===== config.mk =====
export PLATFORM = sky130hd
export DESIGN_NAME = ps2_cmd_tx
export DESIGN_NICKNAME = d
export VERILOG_FILES = /design/src/rtl/ps2tx_pkg.sv /design/src/rtl/ps2tx_sync.sv /design/src/rtl/ps2tx_timer.sv /design/src/rtl/ps2tx_shift.sv /design/src/rtl/ps2_cmd_tx.sv
export SDC_FILE = /design/constraint.sdc
export NUM_CORES = 1
export LEC_CHECK = 0
export ABC_AREA = 1
export BUFFER_PORTS_ARGS = -buffer_cell sky130_fd_sc_hd__buf_2
export CAP_MARGIN = 20
export CORE_MARGIN = 5
export CORE_UTILIZATION = 46
export DETAILED_ROUTE_END_ITERATION = 8
export PLACE_DENSITY_LB_ADDON = 0.05
export SLEW_MARGIN = 20
export SYNTH_ARGS = -nofsm -noshare
export SYNTH_HDL_FRONTEND = slang
export SYNTH_HIERARCHICAL = 1
export SYNTH_SLANG_ARGS = --single-unit

===== constraint.sdc =====
create_clock -name clk -period 5 [get_ports clk]
set_input_delay 1 -clock clk [delete_from_list [all_inputs] [get_ports clk]]
set_output_delay 1 -clock clk [all_outputs]
set_load 0.05 [all_outputs]

===== src/rtl/ps2tx_pkg.sv =====
package ps2tx_pkg;

  typedef enum logic [2:0] {
    ST_IDLE,
    ST_INHIBIT,
    ST_REQ,
    ST_WAIT,
    ST_SEND
  } tx_state_t;

  typedef enum logic [1:0] {
    RES_OK      = 2'd0,
    RES_NOACK   = 2'd1,
    RES_TIMEOUT = 2'd2
  } tx_res_t;

  // falling edge at which the acknowledge is sampled
  localparam int ACK_EDGE = 11;

  function automatic int max3(input int a, input int b, input int c);
    int m;
    m = (a > b) ? a : b;
    return (m > c) ? m : c;
  endfunction

endpackage


===== src/rtl/ps2tx_sync.sv =====
module ps2tx_sync #(
  parameter int STAGES = 2
) (
  input  logic clk,
  input  logic rst_n,
  input  logic line_in,
  output logic level
);
  logic [STAGES-1:0] chain;

  generate
    for (genvar i = 0; i < STAGES; i++) begin : g_stage
      if (i == 0) begin : g_first
        always_ff @(posedge clk or negedge rst_n)
          if (!rst_n) chain[0] <= 1'b1;
          else        chain[0] <= line_in;
      end else begin : g_rest
        always_ff @(posedge clk or negedge rst_n)
          if (!rst_n) chain[i] <= 1'b1;
          else        chain[i] <= chain[i-1];
      end
    end
  endgenerate

  assign level = chain[STAGES-1];
endmodule


===== src/rtl/ps2tx_timer.sv =====
module ps2tx_timer #(
  parameter int W = 16
) (
  input  logic         clk,
  input  logic         rst_n,
  input  logic         load,
  input  logic [W-1:0] load_val,
  input  logic         en,
  output logic         expired
);
  logic [W-1:0] cnt;

  always_ff @(posedge clk or negedge rst_n) begin
    if (!rst_n)                  cnt <= '0;
    else if (load)               cnt <= load_val;
    else if (en && cnt != '0)    cnt <= cnt - 1'b1;
  end

  assign expired = en && !load && (cnt == '0);
endmodule


===== src/rtl/ps2tx_shift.sv =====
module ps2tx_shift #(
  parameter int DW = 8
) (
  input  logic          clk,
  input  logic          rst_n,
  input  logic          load,
  input  logic [DW-1:0] din,
  input  logic          adv,
  output logic          line_bit
);
  localparam int SW = DW + 2;
  logic [SW-1:0] sr;
  logic          cur;

  always_ff @(posedge clk or negedge rst_n) begin
    if (!rst_n) begin
      sr  <= '1;
      cur <= 1'b1;
    end else if (load) begin
      sr  <= {1'b1, ~^din, din};   // stop(release), odd parity, data
      cur <= 1'b0;                 // start bit
    end else if (adv) begin
      cur <= sr[0];
      sr  <= {1'b1, sr[SW-1:1]};
    end
  end

  assign line_bit = cur;
endmodule


===== src/rtl/ps2_cmd_tx.sv =====
module ps2_cmd_tx
  import ps2tx_pkg::*;
#(
  parameter int INHIBIT_CYC      = 3000,
  parameter int RTS_TIMEOUT_CYC  = 500000,
  parameter int XFER_TIMEOUT_CYC = 100000,
  parameter int SYNC_STAGES      = 2
) (
  input  logic       clk,
  input  logic       rst_n,
  input  logic       cmd_valid,
  output logic       cmd_ready,
  input  logic [7:0] cmd_byte,
  input  logic       ps2_clk_in,
  input  logic       ps2_dat_in,
  output logic       ps2_clk_pull,
  output logic       ps2_dat_pull,
  output logic       rx_hold,
  output logic       res_valid,
  output logic [1:0] res_code
);
  localparam int MAXT = max3(INHIBIT_CYC, RTS_TIMEOUT_CYC, XFER_TIMEOUT_CYC);
  localparam int TW   = $clog2(MAXT + 1);
  localparam logic [TW-1:0] T_INH  = TW'(INHIBIT_CYC);
  localparam logic [TW-1:0] T_RTS  = TW'(RTS_TIMEOUT_CYC);
  localparam logic [TW-1:0] T_XFER = TW'(XFER_TIMEOUT_CYC);
  localparam logic [3:0]    LAST_EDGE = 4'(ACK_EDGE - 1);

  tx_state_t state, nxt_state;
  logic [3:0] fall_cnt, fall_cnt_nxt;
  logic clk_lvl, dat_lvl, clk_prev, clk_fall;
  logic tm_load, tm_en, tm_done;
  logic [TW-1:0] tm_val;
  logic sh_load, sh_adv, sh_bit;
  logic fin;
  tx_res_t fin_code;

  // line synchronizers
  ps2tx_sync #(.STAGES(SYNC_STAGES)) i_sync_clk (
    .clk(clk), .rst_n(rst_n), .line_in(ps2_clk_in), .level(clk_lvl));
  ps2tx_sync #(.STAGES(SYNC_STAGES)) i_sync_dat (
    .clk(clk), .rst_n(rst_n), .line_in(ps2_dat_in), .level(dat_lvl));

  always_ff @(posedge clk or negedge rst_n)
    if (!rst_n) clk_prev <= 1'b1;
    else        clk_prev <= clk_lvl;

  assign clk_fall = clk_prev && !clk_lvl;

  // one countdown for inhibit, request window and whole-frame watchdog
  ps2tx_timer #(.W(TW)) i_timer (
    .clk(clk), .rst_n(rst_n), .load(tm_load), .load_val(tm_val),
    .en(tm_en), .expired(tm_done));

  ps2tx_shift #(.DW(8)) i_shift (
    .clk(clk), .rst_n(rst_n), .load(sh_load), .din(cmd_byte),
    .adv(sh_adv), .line_bit(sh_bit));

  assign tm_en = (state == ST_INHIBIT) || (state == ST_WAIT) || (state == ST_SEND);

  always_comb begin
    nxt_state    = state;
    fall_cnt_nxt = fall_cnt;
    tm_load      = 1'b0;
    tm_val       = T_INH;
    sh_load      = 1'b0;
    sh_adv       = 1'b0;
    fin          = 1'b0;
    fin_code     = RES_OK;
    unique case (state)
      ST_IDLE: begin
        if (cmd_valid) begin
          nxt_state = ST_INHIBIT;
          tm_load   = 1'b1;
          tm_val    = T_INH;
          sh_load   = 1'b1;
        end
      end
      ST_INHIBIT: begin
        if (tm_done) nxt_state = ST_REQ;
      end
      ST_REQ: begin
        nxt_state = ST_WAIT;
        tm_load   = 1'b1;
        tm_val    = T_RTS;
      end
      ST_WAIT: begin
        if (clk_fall) begin
          nxt_state    = ST_SEND;
          tm_load      = 1'b1;
          tm_val       = T_XFER;
          sh_adv       = 1'b1;
          fall_cnt_nxt = 4'd1;
        end else if (tm_done) begin
          nxt_state = ST_IDLE;
          fin       = 1'b1;
          fin_code  = RES_TIMEOUT;
        end
      end
      ST_SEND: begin
        // a falling edge takes priority over watchdog expiry in the same cycle
        if (clk_fall) begin
          if (fall_cnt == LAST_EDGE) begin
            nxt_state = ST_IDLE;
            fin       = 1'b1;
            fin_code  = dat_lvl ? RES_NOACK : RES_OK;
          end else begin
            sh_adv       = 1'b1;
            fall_cnt_nxt = fall_cnt + 4'd1;
          end
        end else if (tm_done) begin
          nxt_state = ST_IDLE;
          fin       = 1'b1;
          fin_code  = RES_TIMEOUT;
        end
      end
      default: nxt_state = ST_IDLE;
    endcase
  end

  always_ff @(posedge clk or negedge rst_n) begin
    if (!rst_n) begin
      state     <= ST_IDLE;
      fall_cnt  <= '0;
      res_valid <= 1'b0;
      res_code  <= RES_OK;
    end else begin
      state     <= nxt_state;
      fall_cnt  <= fall_cnt_nxt;
      res_valid <= fin;
      if (fin) res_code <= fin_code;
    end
  end

  assign cmd_ready    = (state == ST_IDLE);
  assign rx_hold      = (state != ST_IDLE);
  assign ps2_clk_pull = (state == ST_INHIBIT) || (state == ST_REQ);
  assign ps2_dat_pull = ((state == ST_REQ) || (state == ST_WAIT) || (state == ST_SEND)) && !sh_bit;

  // ---------------- assertions ----------------
  logic [TW:0] inh_len;
  always_ff @(posedge clk or negedge rst_n)
    if (!rst_n)              inh_len <= '0;
    else if (!ps2_clk_pull)  inh_len <= '0;
    else if (inh_len != '1)  inh_len <= inh_len + 1'b1;

  a_r2_inhibit_len: assert property (@(posedge clk) disable iff (!rst_n)
    ($rose(ps2_dat_pull) && ps2_clk_pull) |-> (int'(inh_len) >= INHIBIT_CYC));

  a_r3_data_before_release: assert property (@(posedge clk) disable iff (!rst_n)
    $fell(ps2_clk_pull) |-> ps2_dat_pull);

  a_r1_ready_quiet: assert property (@(posedge clk) disable iff (!rst_n)
    cmd_ready |-> (!rx_hold && !ps2_clk_pull && !ps2_dat_pull));

  a_r5_released_for_ack: assert property (@(posedge clk) disable iff (!rst_n)
    (state == ST_SEND && fall_cnt == LAST_EDGE) |-> !ps2_dat_pull);

  a_r10_single_pulse: assert property (@(posedge clk) disable iff (!rst_n)
    res_valid |=> !res_valid);

  a_r9_hold_before_result: assert property (@(posedge clk) disable iff (!rst_n)
    res_valid |-> $past(rx_hold));

  a_r4_fall_isolated: assert property (@(posedge clk) disable iff (!rst_n)
    clk_fall |=> !clk_fall);
endmodule


# Yosys cells after proc, flatten, opt, wreduce, memory -nomap -nowiden
# Cells that the tools add are included.
# classes
add_sub_neg	2
eq_ne	11
n_mux	37
reduce_logical	23
# op_table
operator	count
two-way mux 19 bit	2
case mux 19 bit (2 select lines)	1
two-way mux 10 bit	2
logical NOT 19 bit	1
nonzero test 19 bit	1
subtractor 19 x 1 -> 19 bit (second input constant)	1
two-way mux 3 bit	6
two-way mux 17 bit	1
case mux 3 bit (5 select lines)	1
two-way mux 1 bit	13
two-way mux 4 bit	3
inequality test 2 bit (second input constant)	4
case mux 4 bit (2 select lines)	1
XNOR reduction 8 bit	1
== test 3 x 2 -> 1 bit (second input constant)	2
two-way mux 2 bit	3
nonzero test 2 bit	3
logical AND 1 bit	5
logical OR 1 bit	5
adder 4 x 1 -> 4 bit (second input constant)	1
== test 4 bit (second input constant)	1
case mux 1 bit (2 select lines)	2
case mux 2 bit (2 select lines)	1
AND reduction 4 bit	1
9 further kinds	11
# totals
regBits	45
input_bits	13
output_inout_bits	7
wordCells	85

# Logic depth before layout (Yosys ltp)
# Gate-level depths: netlist (run 1).
# depth
word_depth	10
depth_mapped	13
mapped_depth_nobuf	12

# Cells and area by module
# The synthesis (run 1) kept the hierarchy.
# modules_own_cells
module	n_inst	cells_per_inst	area_each_um2
ps2tx_timer	1	212	1390.1
ps2_cmd_tx	1	93	703.2
ps2tx_shift	1	83	596.8
ps2tx_sync	2	2	52.6

# Worst setup path after synthesis (run 1)
# Ideal clock, no wire load.
# synth_timing
path_type	register -> register
startpoint	reg state[0]
endpoint	reg state[0]
t_arrival_ps	3085
required_ps	4881
path_slack_ps	1796
path_stages_with_launch	12
period_less_slack_ps	3204
cell_sequence	dfrtp_1 > inv_1 > nand2_1 > nor2_1 > inv_1 > o21ai_0 > clkbuf_1 > nor3_1 > nor3_1 > nor2_1 > nand3_1 > nand2_1
# synth_between
elab_chain_cells	8
word_cells_on_any_way	19
# synth_rtl
element	line	rtl
start, declared	ps2_cmd_tx.sv:29	tx_state_t state, nxt_state;
start signal, assigned	ps2_cmd_tx.sv:128	state <= nxt_state;
logical NOT 3 bit *	--	
named net cmd_ready	ps2_cmd_tx.sv:12	output logic cmd_ready,
case mux 1 bit (3 select lines) *	ps2_cmd_tx.sv:70	unique case (state)
named net tm_load	ps2_cmd_tx.sv:32	logic tm_load, tm_en, tm_done;
logical NOT 1 bit *	ps2tx_timer.sv:19	assign expired = en && !load && (cnt == '0);
logical AND 1 bit * (2 in series)	ps2tx_timer.sv:19	
named net tm_done	ps2_cmd_tx.sv:32	
two-way mux 3 bit	--	
two-way mux 3 bit, on equally long branches	--	
case mux 3 bit (5 select lines)	ps2_cmd_tx.sv:70	
# The timed path passes the listed nets; every way through them passes the cells marked *.
# A chain may end at the register's enable or synchronous reset.

# Final worst setup path (run 1)
# layout_timing
startpoint	reg state[1]
endpoint	out ps2_dat_pull
# layout_between
elab_chain_cells	4
word_cells_on_any_way	6
# layout_rtl
element	line	rtl
== test 3 x 2 -> 1 bit	ps2_cmd_tx.sv:138	assign ps2_dat_pull = ((state == ST_REQ) || (state == ST_WAIT) || (state == ST_SEND)) && !sh_bit;
logical OR 1 bit	ps2_cmd_tx.sv:138	
logical OR 1 bit *	ps2_cmd_tx.sv:138	
logical AND 1 bit *	ps2_cmd_tx.sv:138	
end, declared	ps2_cmd_tx.sv:17	output logic ps2_dat_pull,
# Mark *: on every way between the ends. The rest lies on a longest branch, timed or not.

==> results.json, run 1 <==
{
  "cts_buffers": 5,
  "synth.ff_latch_count": 44,
  "whs_endpoint": "i_sync_dat/level$_DFF_PN1_",
  "synthFlopType": "dfrtp_1",
  "r2r_start": "state[2]$_DFFE_PN0P_",
  "dpl_cell_area_um2": 2980,
  "p_seq_share_pct": 35.1,
  "p_comb_share_pct": 52.9,
  "leakagePower_nw": 1.62,
  "cp.required_ps": 4000,
  "diodes": 0,
  "grt_pass1_wl_mm": 10.3,
  "worst_pin_slew_ps": 576,
  "min_path_cells": 0,
  "outcome": "complete, no violations",
  "worstHoldStart": "i_sync_dat/chain[0]$_DFF_PN1_",
  "synth-warning-count": 6,
  "dr_wl_met2_mm": 2.90,
  "max_freq_mhz": 388,
  "post-route-period-util_pct": 51.6,
  "cts_resized": 0,
  "min_period_ps": 2580,
  "synth_cell_type_count": 34,
  "routed_via_density": 4.79,
  "drc_errors": 0,
  "drtIter0Drc": 87,
  "grt_start_max_net_pins": 45,
  "wl_met3_um": 125,
  "clk_latency_ps": 290,
  "clkPwrFrac_pct": 12.0,
  "slew_headroom_pct": 61.6,
  "tns_ps": 0,
  "clockBufferDepth": 2,
  "syn2layout_area_growth_pct": 9.53,
  "clkSinkCount": 44,
  "htree_levels": 2,
  "die-area_um2": 7740,
  "met1_length_mm": 2.76,
  "p_per_area_nw_per_um2": 582,
  "io_pins": 20,
  "routedWlPerCell_um": 11.8,
  "final_cell_mix": "130 x nand2_1, 53 x inv_1, 40 x nand3_1",
  "power_w": 0.00178,
  "place_congestion": 0.844,
  "drv_slew": 0,
  "ys_async_sr_fraction_pct": 100,
  "r2r_cells": 12,
  "finalHoldViolations": 0,
  "crit_path_end_kind": "primary output",
  "critPathMaxFanout": 6,
  "setup_viol": 0,
  "hpwl_mm": 4.45,
  "syn_area_per_cell_um2": 7.13,
  "initial_core_util_pct": 47.2,
  "top_layer": "met4",
  "clk_pin_slew_ps": 80,
  "finClkSkew_ps": 9.43,
  "finish.utilization_pct": 51.7,
  "die_h_um": 88.0,
  "holdWs_ps": 357,
  "p_sw_share_pct": 48.4,
  "final_layout_size_suffix_gt1_share_pct": 16.9,
  "final_common_cell": "nand2_1",
  "cts_tree": "built",
  "cts_setup_buffers": 0,
  "synth_cells": 392,
  "yosysSeqAreaShare_pct": 40.1,
  "first_global_vias": 2324,
  "antenna_found_initial": 0,
  "p_sw_w": 0.000862,
  "num_vias": 2377,
  "clk_root_buffer_cell": "clkbuf_8",
  "peakVddDrop_uv": 327,
  "cp.arrival_ps": 1580,
  "synth_edf_count": 0,
  "core_um2": 5920,
  "grt_overflow_total": 0,
  "hold_buffers": 0,
  "grt_use_total_pct": 17.0,
  "p_int_w": 0.000920,
  "maxCapViolCount": 0,
  "layout.nets": 436,
  "worstSetupStartpointType": "flip-flop",
  "synthesis.area_um2": 2800,
  "rsz0062_at_grt": "no",
  "drtAntennaViolNets": 0,
  "fp.dieW_um": 88.0,
  "r2r_slack_ps": 2610,
  "critPathKind": "reg2out",
  "hold_path.class": "reg2reg",
  "drt-total-wl_mm": 5.88,
  "port_buffers": 19,
  "rows": 28,
  "dr.pass1.iters": 4,
  "reg2reg_to": "res_code[0]$_DFFE_PN0P_",
  "final_cell_area_um2": 3060
}
cell families after synthesis:
kind of cell	count (synthesis)	synth area share, %
AND/OR/NAND/NOR	238	38.3
other	2	0.269
XOR/XNOR	12	3.76
AO/OA/AOI/OAI	29	6.71
adder cells (fa/ha/maj)	3	1.34
buffers and inverters	64	9.58
flip-flops	44	40.1
registers in the layout, summed over array words and instances, names as in the netlist:
| signal | cells |
|---|---|
| i_sync_dat/level | 1 |
| i_timer/cnt | 19 |
| i_sync_clk/level | 1 |
| state | 3 |
| i_shift/line_bit | 1 |
| i_shift/sr | 9 |
| fall_cnt | 4 |
| i_sync_clk/chain | 1 |
| i_sync_dat/chain | 1 |
| clk_prev | 1 |
| res_valid | 1 |
| res_code | 2 |
critical path, cell delays in order, from the launching register on:
cell and delay [ps]:
dfrtp_1 430, nor2_1 190, nand2_2 140, a31oi_1 220
buf_2 290
per-layer routing:
layer / GRT usage [%] / vias to the layer above
li1: - / 1275
met1: 20.5 / 1075
met2: 30.5 / 18
met3: 3.01 / 9
met4: 5.30 / 0
met5: 0 / -
layout make-up:
cell class	count	area (µm²)
multi-input cells	289	1430
repair buffers	20	105
clock inverters	1	5.00
well taps	75	93.8
flip-flops and latches	44	1120
inverters	60	235
clock buffers	7	76.3
fillers	562	2860
stage by stage:
stage / setup slack (ps) / cells
global placement: 2600 / 488
floorplan: 1800 / 397
finish: 2420 / 496
global route: 2320 / 496
CTS: 2370 / 496
detailed placement: 2530 / 488
power by group through the flow:
| stage | registers [W] | clock network [W] | logic (W) |
|---|---|---|---|
| floorplan | 0.000613 | 0 | 0.000771 |
| global placement | 0.000631 | 0 | 0.000938 |
| detailed placement | 0.000630 | 0 | 0.000948 |
| CTS | 0.000625 | 0.000227 | 0.000952 |
| global route | 0.000649 | 0.000239 | 0.00107 |
| finish | 0.000625 | 0.000215 | 0.000943 |
Yosys cell counts, types with 3 or more instances:
cell type / count / share of area (%)
nand3_1: 40 / 7.2
nand2_2: 5 / 1.1
dfstp_2: 15 / 14
nor2_2: 5 / 1.1
nand2_1: 130 / 17
nand3_2: 3 / 1.1
xor2_1: 8 / 2.5
nor3_1: 4 / 0.72
inv_1: 53 / 7.1
a21oi_1: 4 / 0.72
ha_1: 3 / 1.3
inv_2: 4 / 0.54
nor2_1: 38 / 5.1
or2_2: 3 / 0.67
nand4_1: 4 / 0.90
dfrtp_1: 29 / 26
o21ai_0: 11 / 2.0
xnor2_1: 4 / 1.3
o221ai_1: 8 / 2.5
how the worst max path moves through the flow:
| stage | cells past startpoint | slack, ps | from | end |
|---|---|---|---|---|
| finish | 4 | 2420 | state[1]$_DFFE_PN0P_ | ps2_dat_pull |
| global route | 4 | 2320 | state[1]$_DFFE_PN0P_ | ps2_dat_pull |
| CTS | 4 | 2370 | state[1]$_DFFE_PN0P_ | ps2_dat_pull |
| detailed placement | 10 | 2530 | cmd_valid | res_code[0]$_DFFE_PN0P_ |
| global placement | 10 | 2600 | cmd_valid | res_code[0]$_DFFE_PN0P_ |
| floorplan | 11 | 1800 | state[0]$_DFFE_PN0P_ | state[0]$_DFFE_PN0P_ |
Note: power is estimated with default switching activity, not from simulation.
==> run 2: changes to the inputs <==
--- a/config.mk
+++ b/config.mk
@@ -5,7 +5,7 @@
 export SDC_FILE = /design/constraint.sdc
 export NUM_CORES = 1
 export LEC_CHECK = 0
-export ABC_AREA = 1
+export ABC_AREA = 0
 export BUFFER_PORTS_ARGS = -buffer_cell sky130_fd_sc_hd__buf_2
 export CAP_MARGIN = 20
 export CORE_MARGIN = 5
==> constraint.sdc (replaced) <==
create_clock -name clk -period 2.3 [get_ports clk]
set_input_delay 0.46 -clock clk [delete_from_list [all_inputs] [get_ports clk]]
set_output_delay 0.46 -clock clk [all_outputs]
set_load 0.05 [all_outputs]
==> run 2 against run 1 <==
Against the previous run: flip-flop and latch count unchanged; register-to-register slack got worse by 2500 ps; final area fell by 6.5%; critical path depth increased by 6; critical path type is now reg2reg; highest routed layer unchanged; die area down 10%; via count is 25% lower; power is 31% higher; synthesized cell count shrank 36%.
==> results.json, run 2 <==
{
  "reg2reg_to": "res_code[0]$_DFFE_PN0P_",
  "htree_levels": 2,
  "routedWlPerCell_um": 13.2,
  "clk_root_buffer_cell": "clkbuf_8",
  "post-route-period-util_pct": 93.6,
  "final_cell_mix": "34 x nand2_1, 28 x dfrtp_1, 26 x o21ai_0",
  "synthesis.area_um2": 2480,
  "crit_path_end_kind": "flip-flop",
  "drv_slew": 0,
  "initial_core_util_pct": 48.0,
  "cts_buffers": 5,
  "place_congestion": 0.774,
  "worstSetupStartpointType": "flip-flop",
  "synth_top_area_share_pct": 29.2,
  "slew_headroom_pct": 63.6,
  "ys_top_cells_by_area": "dfrtp_1 29%, dfstp_2 16%, xnor2_1 6.7%",
  "finalHoldViolations": 0,
  "drt-total-wl_mm": 4.70,
  "crit_start": "state[0]$_DFFE_PN0P_",
  "final_common_cell": "nand2_1",
  "critPathKind": "reg2reg",
  "routed_via_density": 5.01,
  "cp.arrival_ps": 2320,
  "port_buffers": 19,
  "grt_use_total_pct": 14.7,
  "clk_pin_slew_ps": 80,
  "holdWs_ps": 225,
  "largest-register": "i_timer/cnt",
  "peakVddDrop_uv": 403,
  "largest_register_ffs": 19,
  "yosysTopAreaCell": "dfrtp_1",
  "tns_ps": 0,
  "r2r_start": "state[0]$_DFFE_PN0P_",
  "grt_pass1_wl_mm": 8.47,
  "synth_edf_count": 0,
  "rows": 26,
  "synthFlopType": "dfrtp_1",
  "r2r_cells": 10,
  "layout.nets": 302,
  "antenna_found_initial": 0,
  "setup_viol": 0,
  "clkSinkCount": 44,
  "rsz0062_at_grt": "no",
  "finClkSkew_ps": 5.61,
  "synth.ff_latch_count": 44,
  "power_w": 0.00233,
  "dr.pass1.iters": 4,
  "worst_pin_slew_ps": 546,
  "critPathMaxFanout": 5,
  "cp.required_ps": 2460,
  "hpwl_mm": 3.43,
  "die-area_um2": 6960,
  "maxCapViolCount": 0,
  "core_um2": 5170,
  "crit_end": "res_code[0]$_DFFE_PN0P_",
  "clk_latency_ps": 290,
  "drtIter0Drc": 79,
  "grt_start_max_net_pins": 45,
  "synth-warning-count": 6,
  "yosysSeqAreaShare_pct": 45.1,
  "hold_path.class": "in2async",
  "synth_cell_type_count": 54,
  "dp.cells": 347,
  "drtAntennaViolNets": 0,
  "min_period_ps": 2150,
  "fp.dieW_um": 83.4,
  "clockBufferDepth": 2,
  "die_h_um": 83.4,
  "r2r_slack_ps": 150,
  "first_global_vias": 1801,
  "synth.most_common_cell": "nand2_1",
  "final_layout_size_suffix_gt1_share_pct": 27.2,
  "p_per_area_nw_per_um2": 814,
  "max_freq_mhz": 465,
  "num_vias": 1790,
  "outcome": "complete, no violations",
  "syn2layout_area_growth_pct": 15.4,
  "cts_tree": "built",
  "biggestRegsByFlops": "i_timer/cnt (19), i_shift/sr (9), fall_cnt (4)",
  "grt_overflow_total": 0,
  "io_pins": 20,
  "drc_errors": 0,
  "synth_cells": 252,
  "leakagePower_nw": 1.16,
  "syn_area_per_cell_um2": 9.85,
  "diodes": 0,
  "synth_commonest_cells": "34 x nand2_1, 29 x dfrtp_1, 26 x o21ai_0",
  "stdcell_count": 357,
  "ys_async_sr_fraction_pct": 100
}
==> run 2: cell count changes after synthesis, sizes merged, moves of 5 or more <==
| cell | previous run | this run |
|---|---|---|
| nand2 | 137 | 35 |
| inv | 60 | 12 |
| nand3 | 44 | 7 |
| nor2 | 46 | 14 |
| o21ai | 13 | 30 |
| xnor2 | 4 | 19 |
| mux2i | 0 | 12 |
| o221ai | 8 | 0 |
| nor3 | 4 | 10 |
| a211oi | 0 | 5 |
| buf | 2 | 7 |
==> run 2: what timing repair did <==
action | 4_1_cts | 5_1_grt
buffers inserted | 0 | 2
hold buffers | 0 | 0
setup endpoints to repair | 0 | 2
endpoints found under the hold margin | 0 | 0
resized for setup | 0 | 3
==> run 2: kinds of logic after synthesis <==
group | after synthesis | share of synthesized area [%]
xor gates and xnor gates | 23 | 8.12
other | 2 | 0.303
adders and majority gates | 3 | 1.51
and+or+nand+nor | 88 | 20.3
muxes | 14 | 5.75
AOI/OAI and AO/OA | 54 | 13.7
buffers and inverters | 24 | 5.19
DFF | 44 | 45.1
==> run 2: worst min-delay path by stage <==
stage,startpoint,to,slack (ps),depth (start not counted)
finish,rst_n,i_timer/cnt[4]$_DFFE_PN0P_,230,2
global route,ps2_clk_in,i_sync_clk/chain[0]$_DFF_PN1_,240,1
CTS,ps2_clk_in,i_sync_clk/chain[0]$_DFF_PN1_,240,1
detailed placement,i_sync_clk/chain[0]$_DFF_PN1_,i_sync_clk/level$_DFF_PN1_,350,0
global placement,i_sync_clk/chain[0]$_DFF_PN1_,i_sync_clk/level$_DFF_PN1_,350,0
floorplan,rst_n,fall_cnt[0]$_DFFE_PN0P_,160,0
==> run 2: through the flow <==
stage / util, % / worst slack [ps] / instance area, µm²
2_1_floorplan: - / 6.12 / 2540
3_5_place_dp: 52.8 / 145 / 2730
4_1_cts: 54.9 / 4.88 / 2840
6_report: 55.4 / 148 / 2860
3_3_place_gp: 52.8 / 186 / 2730
5_1_grt: 55.4 / 6.72 / 2860
==> run 2: where the power goes <==
part / switching, W / leakage (nW) / internal, W / total, W
clock network: 0.000260 / 0.0552 / 0.000323 / 0.000582
registers: 0.000200 / 0.515 / 0.000998 / 0.00120
logic: 0.000276 / 0.593 / 0.000277 / 0.000552
total: 0.000735 / 1.16 / 0.00160 / 0.00233
==> run 2: per-layer routing <==
layer,vias to the layer above,global-route usage (%),routed length [µm]
met1,825,20.1,2240
met2,29,23.6,2270
met5,-,0,0
met4,0,3.80,23
met3,2,3.37,160
li1,934,-,-
==> run 2: layout make-up <==
type	instances	area, µm²
repair buffers	34	215
fillers	470	2310
clock buffers	6	72.6
well taps	70	87.6
multi-input cells	189	1290
inverters	12	45.0
clock inverters	2	35.0
flip-flops and latches	44	1120
==> run 2: critical path, cell delays in order, from the launching register on <==
cell	delay, ps
dfrtp_1	430
and3b_1	230
nand2_2	90
inv_2	60
nor2_4	140
inv_2	50
or2_1	250
nor3_4	310
nor2_2	100
o311ai_1	260
o41ai_1	120
